===== config.mk =====
export PLATFORM = sky130hd
export DESIGN_NAME = dpsk_polyphase_mod
export DESIGN_NICKNAME = d
export VERILOG_FILES = /design/src/rtl/dpsk_pkg.sv /design/src/rtl/dpsk_symbol_mapper.sv /design/src/rtl/dpsk_poly_filter.sv /design/src/rtl/dpsk_polyphase_mod.sv
export SDC_FILE = /design/constraint.sdc
export NUM_CORES = 1
export LEC_CHECK = 0
export BUFFER_PORTS_ARGS = -buffer_cell sky130_fd_sc_hd__buf_2
export CAP_MARGIN = 10
export CORE_UTILIZATION = 50
export DETAILED_ROUTE_END_ITERATION = 7
export PLACE_DENSITY = 0.64
export SLEW_MARGIN = 15
export SYNTH_ARGS = -nofsm -noshare
export SYNTH_HDL_FRONTEND = slang
export SYNTH_SLANG_ARGS = --single-unit

===== constraint.sdc =====
create_clock -name clk -period 17.06 [get_ports clk]
set_input_delay 2.559 -clock clk [delete_from_list [all_inputs] [get_ports clk]]
set_output_delay 2.559 -clock clk [all_outputs]
set_load 0.005 [all_outputs]

===== src/rtl/dpsk_pkg.sv =====
package dpsk_pkg;
  localparam int TAP_W  = 8;
  localparam int UNIT_W = 8;

  // four-phase step in units of pi/4
  function automatic logic [2:0] step_four(input logic [1:0] code);
    case (code)
      2'b00:   return 3'd1;
      2'b01:   return 3'd3;
      2'b11:   return 3'd5;
      default: return 3'd7;
    endcase
  endfunction

  // eight-phase step: Gray code to binary
  function automatic logic [2:0] step_eight(input logic [2:0] code);
    logic [2:0] b;
    b[2] = code[2];
    b[1] = b[2] ^ code[1];
    b[0] = b[1] ^ code[0];
    return b;
  endfunction

  // shaping tap j of a window of 'total' taps, peak 64 at the centre
  function automatic int tap_value(input int j, input int total);
    int c, d;
    c = total / 2;
    d = j - c;
    return 64 - (d * d * 64) / (c * c);
  endfunction

  // cosine of p*pi/4 scaled by 64
  function automatic logic signed [UNIT_W-1:0] cos_unit(input logic [2:0] p);
    case (p)
      3'd0:    return 8'sd64;
      3'd1:    return 8'sd45;
      3'd2:    return 8'sd0;
      3'd3:    return -8'sd45;
      3'd4:    return -8'sd64;
      3'd5:    return -8'sd45;
      3'd6:    return 8'sd0;
      default: return 8'sd45;
    endcase
  endfunction

  function automatic logic signed [UNIT_W-1:0] sin_unit(input logic [2:0] p);
    return cos_unit(p - 3'd2);
  endfunction
endpackage


===== src/rtl/dpsk_symbol_mapper.sv =====
module dpsk_symbol_mapper
  import dpsk_pkg::*;
(
  input  logic       clk,
  input  logic       rst_n,
  input  logic       start,
  input  logic       mode_sel,
  input  logic       bit_in,
  input  logic       bit_valid,
  input  logic       stall,
  output logic       bit_ready,
  output logic       push,
  output logic [2:0] push_phase
);
  logic [1:0] cnt;
  logic [1:0] held;
  logic [2:0] phase;
  logic       mode_q;
  logic       take;
  logic       last_bit;
  logic [2:0] step;

  assign bit_ready  = !stall;
  assign take       = bit_valid && bit_ready && !start;
  assign last_bit   = (cnt == (mode_q ? 2'd2 : 2'd1));
  assign push       = take && last_bit;
  assign step       = mode_q ? step_eight({held, bit_in}) : step_four({held[0], bit_in});
  assign push_phase = phase + step;

  always_ff @(posedge clk or negedge rst_n) begin
    if (!rst_n) begin
      cnt    <= '0;
      held   <= '0;
      phase  <= '0;
      mode_q <= 1'b0;
    end else if (start) begin
      cnt    <= '0;
      held   <= '0;
      phase  <= '0;
      mode_q <= mode_sel;
    end else if (take) begin
      held <= {held[0], bit_in};
      if (last_bit) begin
        cnt   <= '0;
        phase <= push_phase;
      end else begin
        cnt <= cnt + 2'd1;
      end
    end
  end

  // phase moves only on a completed symbol or a start
  a_r4_phase_hold: assert property (@(posedge clk) disable iff (!rst_n)
    (!push && !start) |=> $stable(phase));
  // start returns the phase to zero
  a_r4_start_zero: assert property (@(posedge clk) disable iff (!rst_n)
    start |=> (phase == 3'd0));
  // every four-phase step is odd, so the phase parity flips
  a_r2_parity_flip: assert property (@(posedge clk) disable iff (!rst_n)
    (push && !mode_q) |=> (phase[0] != $past(phase[0])));
  // latched mode changes only on start
  a_r9_mode_hold: assert property (@(posedge clk) disable iff (!rst_n)
    !start |=> $stable(mode_q));
endmodule


===== src/rtl/dpsk_poly_filter.sv =====
module dpsk_poly_filter
  import dpsk_pkg::*;
#(
  parameter int SPS   = 8,
  parameter int SPAN  = 4,
  parameter int OUT_W = 8,
  parameter int SHIFT = 6
) (
  input  logic                    clk,
  input  logic                    rst_n,
  input  logic                    clear,
  input  logic                    push,
  input  logic [2:0]              push_phase,
  output logic                    busy,
  output logic                    o_valid,
  output logic signed [OUT_W-1:0] o_i,
  output logic signed [OUT_W-1:0] o_q
);
  localparam int KW    = $clog2(SPS);
  localparam int TOTAL = SPS * SPAN;
  localparam int MAXV  = 2 ** (OUT_W - 1) - 1;
  localparam int MINV  = -(2 ** (OUT_W - 1));

  logic [2:0]              hist_p [SPAN];
  logic [SPAN-1:0]         hist_v;
  logic [KW-1:0]           k;
  logic signed [TAP_W-1:0] rom [SPS][SPAN];
  logic signed [31:0]      acc_i, acc_q;
  logic signed [OUT_W-1:0] samp_i, samp_q;
  logic                    sample_tick;
  logic                    branch_last;

  function automatic logic signed [OUT_W-1:0] clip(input logic signed [31:0] v);
    if (v > MAXV) return OUT_W'(MAXV);
    if (v < MINV) return OUT_W'(MINV);
    return v[OUT_W-1:0];
  endfunction

  // one coefficient ROM per output phase
  for (genvar b = 0; b < SPS; b++) begin : g_branch
    for (genvar m = 0; m < SPAN; m++) begin : g_tap
      localparam int TV = tap_value(b + SPS * m, TOTAL);
      assign rom[b][m] = TAP_W'(TV);
    end
  end

  always_comb begin
    acc_i = '0;
    acc_q = '0;
    for (int m = 0; m < SPAN; m++) begin
      if (hist_v[m]) begin
        acc_i = acc_i + 32'(rom[k][m]) * 32'(cos_unit(hist_p[m]));
        acc_q = acc_q + 32'(rom[k][m]) * 32'(sin_unit(hist_p[m]));
      end
    end
    samp_i = clip(acc_i >>> SHIFT);
    samp_q = clip(acc_q >>> SHIFT);
  end

  assign sample_tick = busy && !clear;
  assign branch_last = (k == KW'(SPS - 1));

  always_ff @(posedge clk or negedge rst_n) begin
    if (!rst_n) begin
      for (int m = 0; m < SPAN; m++) hist_p[m] <= '0;
      hist_v  <= '0;
      k       <= '0;
      busy    <= 1'b0;
      o_valid <= 1'b0;
      o_i     <= '0;
      o_q     <= '0;
    end else if (clear) begin
      for (int m = 0; m < SPAN; m++) hist_p[m] <= '0;
      hist_v  <= '0;
      k       <= '0;
      busy    <= 1'b0;
      o_valid <= 1'b0;
      o_i     <= '0;
      o_q     <= '0;
    end else if (push) begin
      for (int m = SPAN - 1; m > 0; m--) hist_p[m] <= hist_p[m-1];
      hist_p[0] <= push_phase;
      hist_v    <= {hist_v[SPAN-2:0], 1'b1};
      k         <= '0;
      busy      <= 1'b1;
      o_valid   <= 1'b0;
    end else if (sample_tick) begin
      o_i     <= samp_i;
      o_q     <= samp_q;
      o_valid <= 1'b1;
      k       <= k + 1'b1;
      if (branch_last) busy <= 1'b0;
    end else begin
      o_valid <= 1'b0;
    end
  end

  // a new symbol is only loaded when idle
  a_r5_push_idle: assert property (@(posedge clk) disable iff (!rst_n)
    push |-> !busy);
  // every busy cycle yields a sample
  a_r5_busy_emits: assert property (@(posedge clk) disable iff (!rst_n)
    sample_tick |=> o_valid);
  // clear silences the output and frees the input
  a_r8_clear_abort: assert property (@(posedge clk) disable iff (!rst_n)
    clear |=> (!o_valid && !busy));
  // emission stops after the final branch
  a_r5_last_branch: assert property (@(posedge clk) disable iff (!rst_n)
    (sample_tick && branch_last) |=> !busy);
endmodule


===== src/rtl/dpsk_polyphase_mod.sv =====
module dpsk_polyphase_mod
  import dpsk_pkg::*;
#(
  parameter int SPS   = 8,
  parameter int SPAN  = 4,
  parameter int OUT_W = 8,
  parameter int SHIFT = 6
) (
  input  logic                    clk,
  input  logic                    rst_n,
  input  logic                    start,
  input  logic                    mode_sel,
  input  logic                    bit_in,
  input  logic                    bit_valid,
  output logic                    bit_ready,
  output logic signed [OUT_W-1:0] i_out,
  output logic signed [OUT_W-1:0] q_out,
  output logic                    samp_valid
);
  logic       busy;
  logic       push;
  logic [2:0] push_phase;

  dpsk_symbol_mapper u_map (
    .clk        (clk),
    .rst_n      (rst_n),
    .start      (start),
    .mode_sel   (mode_sel),
    .bit_in     (bit_in),
    .bit_valid  (bit_valid),
    .stall      (busy),
    .bit_ready  (bit_ready),
    .push       (push),
    .push_phase (push_phase)
  );

  dpsk_poly_filter #(
    .SPS   (SPS),
    .SPAN  (SPAN),
    .OUT_W (OUT_W),
    .SHIFT (SHIFT)
  ) u_filt (
    .clk        (clk),
    .rst_n      (rst_n),
    .clear      (start),
    .push       (push),
    .push_phase (push_phase),
    .busy       (busy),
    .o_valid    (samp_valid),
    .o_i        (i_out),
    .o_q        (q_out)
  );

  // a bit offered alongside start is refused
  a_r8_start_no_take: assert property (@(posedge clk) disable iff (!rst_n)
    start |-> !push);
endmodule


; ---- Yosys cells after proc, flatten, opt, wreduce, memory -nomap -nowiden
; Memories as Yosys holds them, arrays and structs flattened.
; Cells that the tools add are included.
[classes]
bitwise_logic = 3
muxes = 71
shift = 0
reduce_logical = 40
n_eq_ne = 45
div_mod_pow = 0
add_sub_neg = 13
multipliers = 8
order_cmp = 5
[op_table]
columns = operator, n
row1 = $mux 32, 10
row2 = $pmux 8 s4, 8
row3 = $add 32x32->32, 6
row4 = $mux 8, 22
row5 = $mul 8x8->16, 8
row6 = $eq 3x3->1 const B, 25
row7 = $gt 26x8->1 const B, 2
row8 = $lt 26x8->1 const B, 2
row9 = $eq 3x2->1 const B, 16
row10 = $reduce_or 2->1, 16
row11 = $logic_not 3->1, 8
row12 = $mux 12, 2
row13 = $mux 3, 7
row14 = $mux 1, 13
row15 = $mux 2, 6
row16 = $sub 3x2->3 const B, 4
row17 = $pmux 3 s3, 1
row18 = $mux 4, 2
row19 = $reduce_bool 2->1, 4
row20 = $reduce_and 2->1, 3
row21 = $reduce_bool 3->1, 2
row22 = $ge 4x4->1 const B, 1
row23 = $logic_and 1x1->1, 4
row24 = $not 3->4, 1
row25 = other kinds (10), 12
[totals]
mem_bits_ro = 256
input_bits = 6
mem_bits_rw = 0
latch_bits = 0
memories = 1
register_bits = 45
[memory_table]
columns = name, depth, word_bits, rd, rd_ports_with_merged_regs, wr, line_no
row1 = (no name shown), 8, 32, 1, 0, 0, dpsk_poly_filter.sv:53  ; acc_q = acc_q + 32'(rom[k][m]) * 32'(sin_unit(hist_p[m]));

; ---- Logic depth before layout (Yosys ltp)
; Gate-level depths: netlist of the first run.
[logic_depth]
ltp_word = 21
mapped_depth = 59

; ---- Cells and area by module
; From an unflattened synthesis of the first run, not the netlist that was laid out.
[unflattened]
hier_cells = 3349
hier_area_um2 = 27826.7
[modules_own_cells]
columns = module, area_each_um2, cells_each, n_inst
row1 = dpsk_poly_filter, 27328.7, 3299, 1
row2 = dpsk_symbol_mapper, 498.0, 50, 1

; ---- Least setup slack after synthesis of the first run
; Ideal clock, no wire load.
[synth_path]
path_type = register to register
start = register u_filt.k[2]
end = register u_filt.o_q[0]
synth_period_minus_slack_ns = 11.837
stages_incl_launch_ff = 55
required_time_ns = 16.913
path_buffers = 3
setup_slack_ns = 5.223
arrival_time_ns = 11.690
cell_sequence = dfrtp_1 -> clkbuf_1 -> inv_1 -> clkbuf_1 -> nand2_1 -> o21ai_0 -> nand2_1 -> inv_1 -> nand2b_1 -> inv_1 -> fa_1 -> inv_1 -> fa_1 -> fa_1 -> inv_1 -> fa_1 -> ha_1 -> a21o_1 -> [... 19 more ...] -> a211oi_1 -> o21ai_0 -> nor3b_1 -> or2_2 -> ha_1 -> clkbuf_1 -> a21o_1 -> a21o_1 -> a21oi_1 -> o21ai_0 -> a211oi_1 -> o21bai_1 -> a21oi_1 -> xor2_1 -> mux2i_1 -> or4b_4 -> o41ai_4 -> a211oi_1
[synth_via]
elab_chain_len = 20
[synth_lines]
columns = item, line_no
row1 = start: declaration, dpsk_poly_filter.sv:26  ; logic [KW-1:0] k;
row2 = start signal: assignment, dpsk_poly_filter.sv:91  ; k <= k + 1'b1;
row3 = $not 3->4 (implied by the code) (*), dpsk_poly_filter.sv:53
row4 = $mem_v2 8x32 (*), --
row5 = $mux 32 (*), --
row6 = $mux 32 (implied by the code) (*), dpsk_poly_filter.sv:53
row7 = $mul 8x8->16, dpsk_poly_filter.sv:53
row8 = $mux 32, dpsk_poly_filter.sv:51  ; if (hist_v[m]) begin
row9 = $add 32x32->32, dpsk_poly_filter.sv:53
row10 = $mux 32, dpsk_poly_filter.sv:51
row11 = [... 3 more ...], --
row12 = $mux 32 (*), dpsk_poly_filter.sv:51
row13 = $lt 26x8->1, dpsk_poly_filter.sv:35  ; if (v < MINV) return OUT_W'(MINV);
row14 = $mux 1 (2 in series), dpsk_poly_filter.sv:35
row15 = $mux 8, dpsk_poly_filter.sv:36  ; return v[OUT_W-1:0];
row16 = $mux 8 (*), dpsk_poly_filter.sv:35
row17 = $mux 8 (*), dpsk_poly_filter.sv:87  ; end else if (sample_tick) begin
row18 = $mux 8 (*), dpsk_poly_filter.sv:80  ; end else if (push) begin
row19 = $mux 8 (*), dpsk_poly_filter.sv:72  ; end else if (clear) begin
row20 = end signal: assignment, dpsk_poly_filter.sv:89  ; o_q <= samp_q;
row21 = end: declaration, dpsk_poly_filter.sv:17  ; output logic signed [OUT_W-1:0] o_q
; Mark *: on every way between the ends. The rest lies on a longest branch, timed or not. The select of a mux whose other input is x is not followed.
; A chain may end at the register's enable or synchronous reset.

; ---- Worst setup path in the final report of the first run
[layout_path]
start = register u_filt.k[2]
end = register u_filt.o_q[5]
; Same word-level chain as after synthesis.

==> out/results.md, run 1 <==
| Item | This run |
|:---|:---|
| Outcome | completed |
| Drt first pass iters | 5 |
| Worst stage delay on the critical path | 980 ps |
| Total global routing track utilization | 27.8% |
| Number of cells produced by synthesis | 3430 |
| Synth Area per Inst | 7.71 µm² |
| Number of placed cells counting well taps | 4050 |
| Number of H-tree levels | 2 |
| P&R area growth vs syn | 3.24% |
| Netlist area before placement | 26400 µm² |
| Setup Skew | 16.4 ps |
| Final Power | 0.309 mW |
| Drt wl/cell | 17.9 µm |
| Number of sinks handled by clock tree synthesis | 45 |
| Root Driver | clkbuf_16 |
| Yosys top cell by area | ha_1 |
| DRC violation total after the first TritonRoute iteration | 1656 |
| Nets | 4102 |
| Number of top-level design ports | 24 |
| Clock tree from TritonCTS | done |
| Worst IR drop on VDD | 0.0000353 V |
| Mux contribution to synthesized area | 2.28% |
| CTS clock-pin slew for the worst setup and hold paths | 90 ps |
| Count of vias placed by the detailed router | 23742 |
| Warnings from Yosys | 0 |
| Slew Viols, Final | 0 |
| Leakage | 15.4 nW |
| Share of synthesized area occupied by flip-flops and latches | 4.26% |
| Pwr per Cell Area | 11.3 nW/µm² |
| Fraction of the mapped netlist area in simple logic gates | 17.8% |
| Wire length of the first global-routing pass | 121000 µm |
| Antenna violations before repair | 0 |
| Placement-stage cell area | 27100 µm² |
| Synthesized-area fraction occupied by ao, oa, aoi and oai cells | 19.2% |
| Total of hold buffers inserted after clock tree synthesis | 0 |
| Data arrival time of the worst path | 14120 ps |
| Critical Path Sink Type | register |
| Final Non-Filler Cells | 4058 |
| Dominant cells by area after synthesis | ha_1, fa_1, inv_1, xnor2_1, nand2_1 |
| Worst min-delay path category | reg -> reg |
| Number of synthesized flops with an enable pin | 0 |
| Synthesized netlist net count | 4155 |
| FF+latch count, synth | 45 |
| Synthesized-area fraction occupied by adder cells | 40.4% |
| Hold WS | 533 ps |
| Share of synthesized flip-flops with an asynchronous set or reset | 100% |
| Timing-limited maximum frequency | 71.8 MHz |
| Count of input and output buffers | 23 |
| Fin crit share | 81.6% |
| Effective utilization at floorplan | 51.1% |
| Buffer depth of the longest clock path | 2 |
| Worst EP required | 17260 ps |
| Critical path's slowest cell | o21ai_0 |
| Remaining routing DRC violations | 0 |
| Worst Setup Start Kind | register |
| Maximum number of pins on one net before global-route repair | 74 |
| Minimum setup slack in the final design | 3140 ps |
| Period minus WS final | 13920 ps |
| Number of core rows | 83 |
| Core Footprint | 51700 µm² |
| Ys flop type | dfrtp_1 |
| Final global-route overflow total | 0 |
| Number of global-route vias before repair | 23748 |
| Commonest cells after routing, fill and taps aside | inv_1, ha_1, nand2_1, nor2_1, a21oi_1 |
| Post-Synth XOR/XNOR Area | 7.07% |
| Number of distinct library cells after synthesis | 97 |
| Insertion delay of the later-clocked pin in the worst-skew pair | 350 ps |
| Max-cap check violation count | 0 |
| Share of post-route cells with drive strength above 1 | 4.03% |
| Critical path class | reg -> reg |
| Vias per cell | 5.85 |
| Remaining max-slew budget at the tightest pin | 20.1% |
| Layout Cell Area excl Fill | 27300 µm² |
| Number of setup violations in the final report | 0 |
| Pre-CTS WS | 3440 ps |
| Post-CTS setup repair buffer count | 0 |
| Detail Placement HPWL | 61000 µm |
| CTS buffer count | 5 |
| Final hold violation count | 0 |
| Most common cell after layout, fill and taps aside | inv_1 |
| Die outline width | 232 µm |
| Total routed wirelength | 72600 µm |
| Weighted congestion reported at the end of routability-driven placement | 0.941 |
| # diodes | 0 |
| Dominant combinational cell family by area after synthesis | adder cells |
| Fin Setup TNS | 0 ps |
| Crit path max fanout | 20 |
| Fraction of the core area covered by cells at the end of the flow | 52.8% |
| Count of instances resized after the clock tree is built | 0 |
| Overall die area | 53800 µm² |
| Fraction of post-synthesis cell area in the top cell type by area | 23.5% |
| Count of nets left with antenna violations after detail routing | 0 |
| Die height | 232 µm |
| Slew at the pin with the worst max-slew slack | 1200 ps |
| Setup repair after global routing missed its margin | no |
[logic make-up after synthesis]
| logic type | after synthesis |
|---|---|
| AND/OR/NAND/NOR | 989 |
| AO/OA/AOI/OAI | 778 |
| adder cells (fa/ha/maj) | 719 |
| flip-flops | 45 |
| XOR/XNOR | 210 |
| buffers and inverters | 633 |
| multiplexers | 56 |
[flip-flops by register name, summed over array words and instances, names as in the netlist]
| register | flops |
|---|---|
| u_map.held | 2 |
| u_filt.k | 3 |
| u_filt.o_q | 8 |
| u_filt.o_i | 8 |
| u_filt.hist_p | 12 |
| u_filt.o_valid | 1 |
| u_map.mode_q | 1 |
| u_map.phase | 3 |
| u_map.cnt | 2 |
| u_filt.hist_v | 4 |
| u_filt.busy | 1 |
[critical path, delay by kind of cell (launching register included)]
kind,cells,cell delay (ps)
muxes,1,100
xor gates and xnor gates,2,340
AOI/OAI and AO/OA,20,5140
and+or+nand+nor,13,3110
buffers and inverters,5,810
adders and majority gates,9,3540
DFF,1,720
[path summary, 6_finish.rpt]
kind,start,end,slack [ps],cells past startpoint
max,u_filt.k[2]$_DFFE_PN0P_,u_filt.o_q[5]$_DFFE_PN0P_,3140,50
min,u_map.phase[2]$_DFFE_PN0P_,u_map.phase[2]$_DFFE_PN0P_,530,1
max reg2reg,u_filt.k[2]$_DFFE_PN0P_,u_filt.o_q[5]$_DFFE_PN0P_,3140,50
min reg2reg,u_map.phase[2]$_DFFE_PN0P_,u_map.phase[2]$_DFFE_PN0P_,530,1
max in group asynchronous,rst_n,u_filt.hist_v[3]$_DFFE_PN0P_,14160,2
min in group asynchronous,rst_n,u_map.mode_q$_DFFE_PN0P_,2340,2
[cell usage after synthesis (10+ instances only)]
cell and number:
nor3_1 52, o211ai_1 45, mux2i_1 22, o2111ai_1 13, o21bai_1 35, nor3b_1 12
ha_1 496, inv_1 532, a211oi_1 35, mux2_2 34, a21o_1 67, nand2b_1 42
and3_1 45, nand2_1 333, a21oi_1 240, o21ai_1 16, and2_1 58, clkbuf_1 80
o21ai_0 139, xor2_1 65, nor2_1 252, nand4_1 35, or3_1 16, o21a_1 29
nor2b_1 32, buf_1 12, dfrtp_1 45, fa_1 223, xnor2_1 143, o32ai_1 10
a31oi_1 27, or2_2 15, nand3_1 53
[layer usage]
metal,part of all wire [%],GRT usage [%],vias to the layer above
met5,0,0,-
met4,1.3,4.87,0
met3,6.1,3.24,53
met2,45,45.7,603
met1,47,39.2,11484
li1,-,-,11602
[layout make-up]
type                       count  area, µm²
clock buffer                   5        125
clock inverter                 3       21.3
sequential                    45       1130
tap                          680        851
fill                        5078      24400
inverter                     533       2000
timing repair buffer          40        243
multi-input combinational   2752      22900
[report_power, final]
part | switching, mW | internal, mW
clock | 0.0620 | 0.0552
combinational | 0.0483 | 0.0260
sequential | 0.00669 | 0.110
total | 0.117 | 0.192
No activity file was read; power rests on OpenSTA's default activity.
==> run 2, diff against run 1 <==
Settings changed: PLACE_DENSITY 0.64 to 0.67.
Clock period 17.06 ns to 12.07 ns, I/O delays scaled along.
==> out/results.md, run 2 (synthesized netlist as in run 1, its figures left out) <==
| Item | This run | vs previous |
|:---|:---|:---|
| Total routed wirelength | 70100 µm | -3.4% |
| Remaining routing DRC violations | 0 | unchanged |
| Critical path's slowest cell | or4b_4 |  |
| Number of global-route vias before repair | 22726 | -4.3% |
| Total of hold buffers inserted after clock tree synthesis | 0 | unchanged |
| Root Driver | clkbuf_16 |  |
| Leading registers by flop count | u_filt.hist_p (12), u_filt.o_i (8), u_filt.o_q (8) |  |
| Commonest cells after routing, fill and taps aside | inv_1, ha_1, nand2_1, nor2_1, a21oi_1 |  |
| Count of input and output buffers | 23 | unchanged |
| Count of vias placed by the detailed router | 23668 | -0.31% |
| Count of nets left with antenna violations after detail routing | 0 | unchanged |
| Critical Path Sink Type | register |  |
| Fin crit share | 95.5% | +14 points |
| Remaining max-slew budget at the tightest pin | 19.8% | -0.34 points |
| P&R area growth vs syn | 7.59% |  |
| DRC violation total after the first TritonRoute iteration | 1592 | -3.9% |
| # diodes | 0 | unchanged |
| Leakage | 15.8 nW | +3.1% |
| Minimum setup slack in the final design | 548 ps | -2590 ps |
| Share of post-route cells with drive strength above 1 | 9.10% | +5.1 points |
| Core Footprint | 51700 µm² | unchanged |
| Pwr per Cell Area | 15.3 nW/µm² | +36% |
| Overall die area | 53800 µm² | unchanged |
| Effective utilization at floorplan | 51.1% | unchanged |
| Fin Setup TNS | 0 ps | unchanged |
| Vias per cell | 5.70 | -2.6% |
| CTS buffer count | 5 | unchanged |
| CTS clock-pin slew for the worst setup and hold paths | 80 ps | about the same |
| Slew Viols, Final | 0 | unchanged |
| Data arrival time of the worst path | 11680 ps | -2440 ps |
| Fraction of the core area covered by cells at the end of the flow | 55.0% | +2.2 points |
| Die height | 232 µm | unchanged |
| Detail Placement HPWL | 58900 µm | -3.5% |
| Layout Cell Area excl Fill | 28400 µm² | +4.2% |
| Buffer depth of the longest clock path | 2 | unchanged |
| Number of flip-flops under the largest register name | 12 | unchanged |
| Register Area | 1130 µm² | +0.22% |
| Drt wl/cell | 16.9 µm | -5.6% |
| Slew at the pin with the worst max-slew slack | 1190 ps | -3.43 ps |
| Die outline width | 232 µm | unchanged |
| Worst stage delay on the critical path | 580 ps | -400 ps |
| Max-cap check violation count | 0 | unchanged |
| Insertion delay of the later-clocked pin in the worst-skew pair | 320 ps | -30 ps |
| Number of top-level design ports | 24 | unchanged |
| Final Power | 0.436 mW | +41% |
| Number of core rows | 83 | unchanged |
| Area of the multi-input gates | 23300 µm² | +1.9% |
| Critical path class | reg -> reg |  |
| Total global routing track utilization | 26.1% | -1.7 points |
| Worst EP required | 12230 ps | -5030 ps |
| Maximum number of pins on one net before global-route repair | 74 | unchanged |
| Wire length of the first global-routing pass | 114000 µm | -6.1% |
| Weighted congestion reported at the end of routability-driven placement | 0.941 | about the same |
| Number of H-tree levels | 2 | unchanged |
| Most common cell after layout, fill and taps aside | inv_1 |  |
| Timing-limited maximum frequency | 86.8 MHz | +21% |
| Number of fill cells in the layout | 4994 | -1.7% |
| Crit path max fanout | 7 | -65% |
| Number of setup violations in the final report | 0 | unchanged |
| Pre-CTS WS | -85.9 ps | -3530 ps |
| Worst min-delay path category | reg -> reg |  |
| Outcome | completed |  |
| Nets | 4196 | +2.3% |
| Final global-route overflow total | 0 | unchanged |
| Setup Skew | 12.0 ps | -4.36 ps |
| Worst IR drop on VDD | 0.0000478 V | +35% |
| Register with the most flip-flops | u_filt.hist_p |  |
| Clock tree from TritonCTS | done |  |
| Drt first pass iters | 5 | unchanged |
| Worst Setup Start Kind | register |  |
| Final hold violation count | 0 | unchanged |
| Antenna violations before repair | 0 | unchanged |
| Period minus WS final | 11520 ps | -2400 ps |
| Placement-stage cell area | 27700 µm² | +2.2% |
| Number of sinks handled by clock tree synthesis | 45 | unchanged |
==> run 2: changes by cell type in the layout (fill, tap and decap cells not counted), sizes merged <==
| cell | previous run | this run |
|---|---|---|
| buf | 40 | 134 |
==> run 2: stage by stage <==
step	hold slack, ps	instances
after floorplan	485	3430
after global placement	496	4130
after detailed placement	507	4130
after CTS	525	4140
after global routing	535	4152
final	525	4152
==> run 2: final cells by class <==
type                            count  share of cell area, %
Timing Repair Buffer              134                   3.35
Sequential cell                    45                   3.98
Clock buffer                        5                  0.440
Tap cell                          680                   2.99
Inverter                          533                   7.04
Multi-Input combinational cell   2752                   82.1
Clock inverter                      3                 0.0880
==> run 2: power by group <==
part	switching, mW	internal, mW	total, mW
sequential	0.00719	0.156	0.163
clock	0.0776	0.0783	0.156
combinational	0.0740	0.0429	0.117
==> run 2: critical path: cells and delay by family (launching register included) <==
family,cells,cell delay [ps]
xor+xnor,2,400
fa+ha+maj,10,3710
flops,1,390
buf+inv,8,900
simple gates,14,2510
mux,1,120
compound gates,18,3330
==> run 2: routing by layer <==
| metal | global-route usage (%) | vias to the layer above | wire (µm) |
|---|---|---|---|
| met5 | 0 | - | 0 |
| met4 | 4.38 | 0 | 1120 |
| met3 | 3.57 | 62 | 4550 |
| met2 | 41.6 | 570 | 30800 |
| met1 | 37.6 | 11218 | 33700 |
| li1 | - | 11818 | - |
==> run 2: worst paths after layout <==
path                                            start                            to  slack (ps)  cells after the start
hold reg to reg            u_map.phase[2]$_DFFE_PN0P_    u_map.phase[2]$_DFFE_PN0P_         520                      1
hold / removal             u_map.phase[2]$_DFFE_PN0P_    u_map.phase[2]$_DFFE_PN0P_         520                      1
min in group asynchronous                       rst_n     u_map.held[0]$_DFFE_PN0P_        1620                      2
setup / recovery              u_filt.k[0]$_DFFE_PN0P_     u_filt.o_q[0]$_DFFE_PN0P_         550                     53
max in group asynchronous                       rst_n  u_filt.hist_v[3]$_DFFE_PN0P_        9890                      2
setup reg to reg              u_filt.k[0]$_DFFE_PN0P_     u_filt.o_q[0]$_DFFE_PN0P_         550                     53
==> run 2: repair_timing <==
action / 4_1_cts / 5_1_grt
endpoints found under the hold margin: 0 / 0
gates resized for setup: 1 / 110
setup buffers: 2 / 12
pin swaps: 2 / 27
endpoints found under the setup margin: 7 / 16
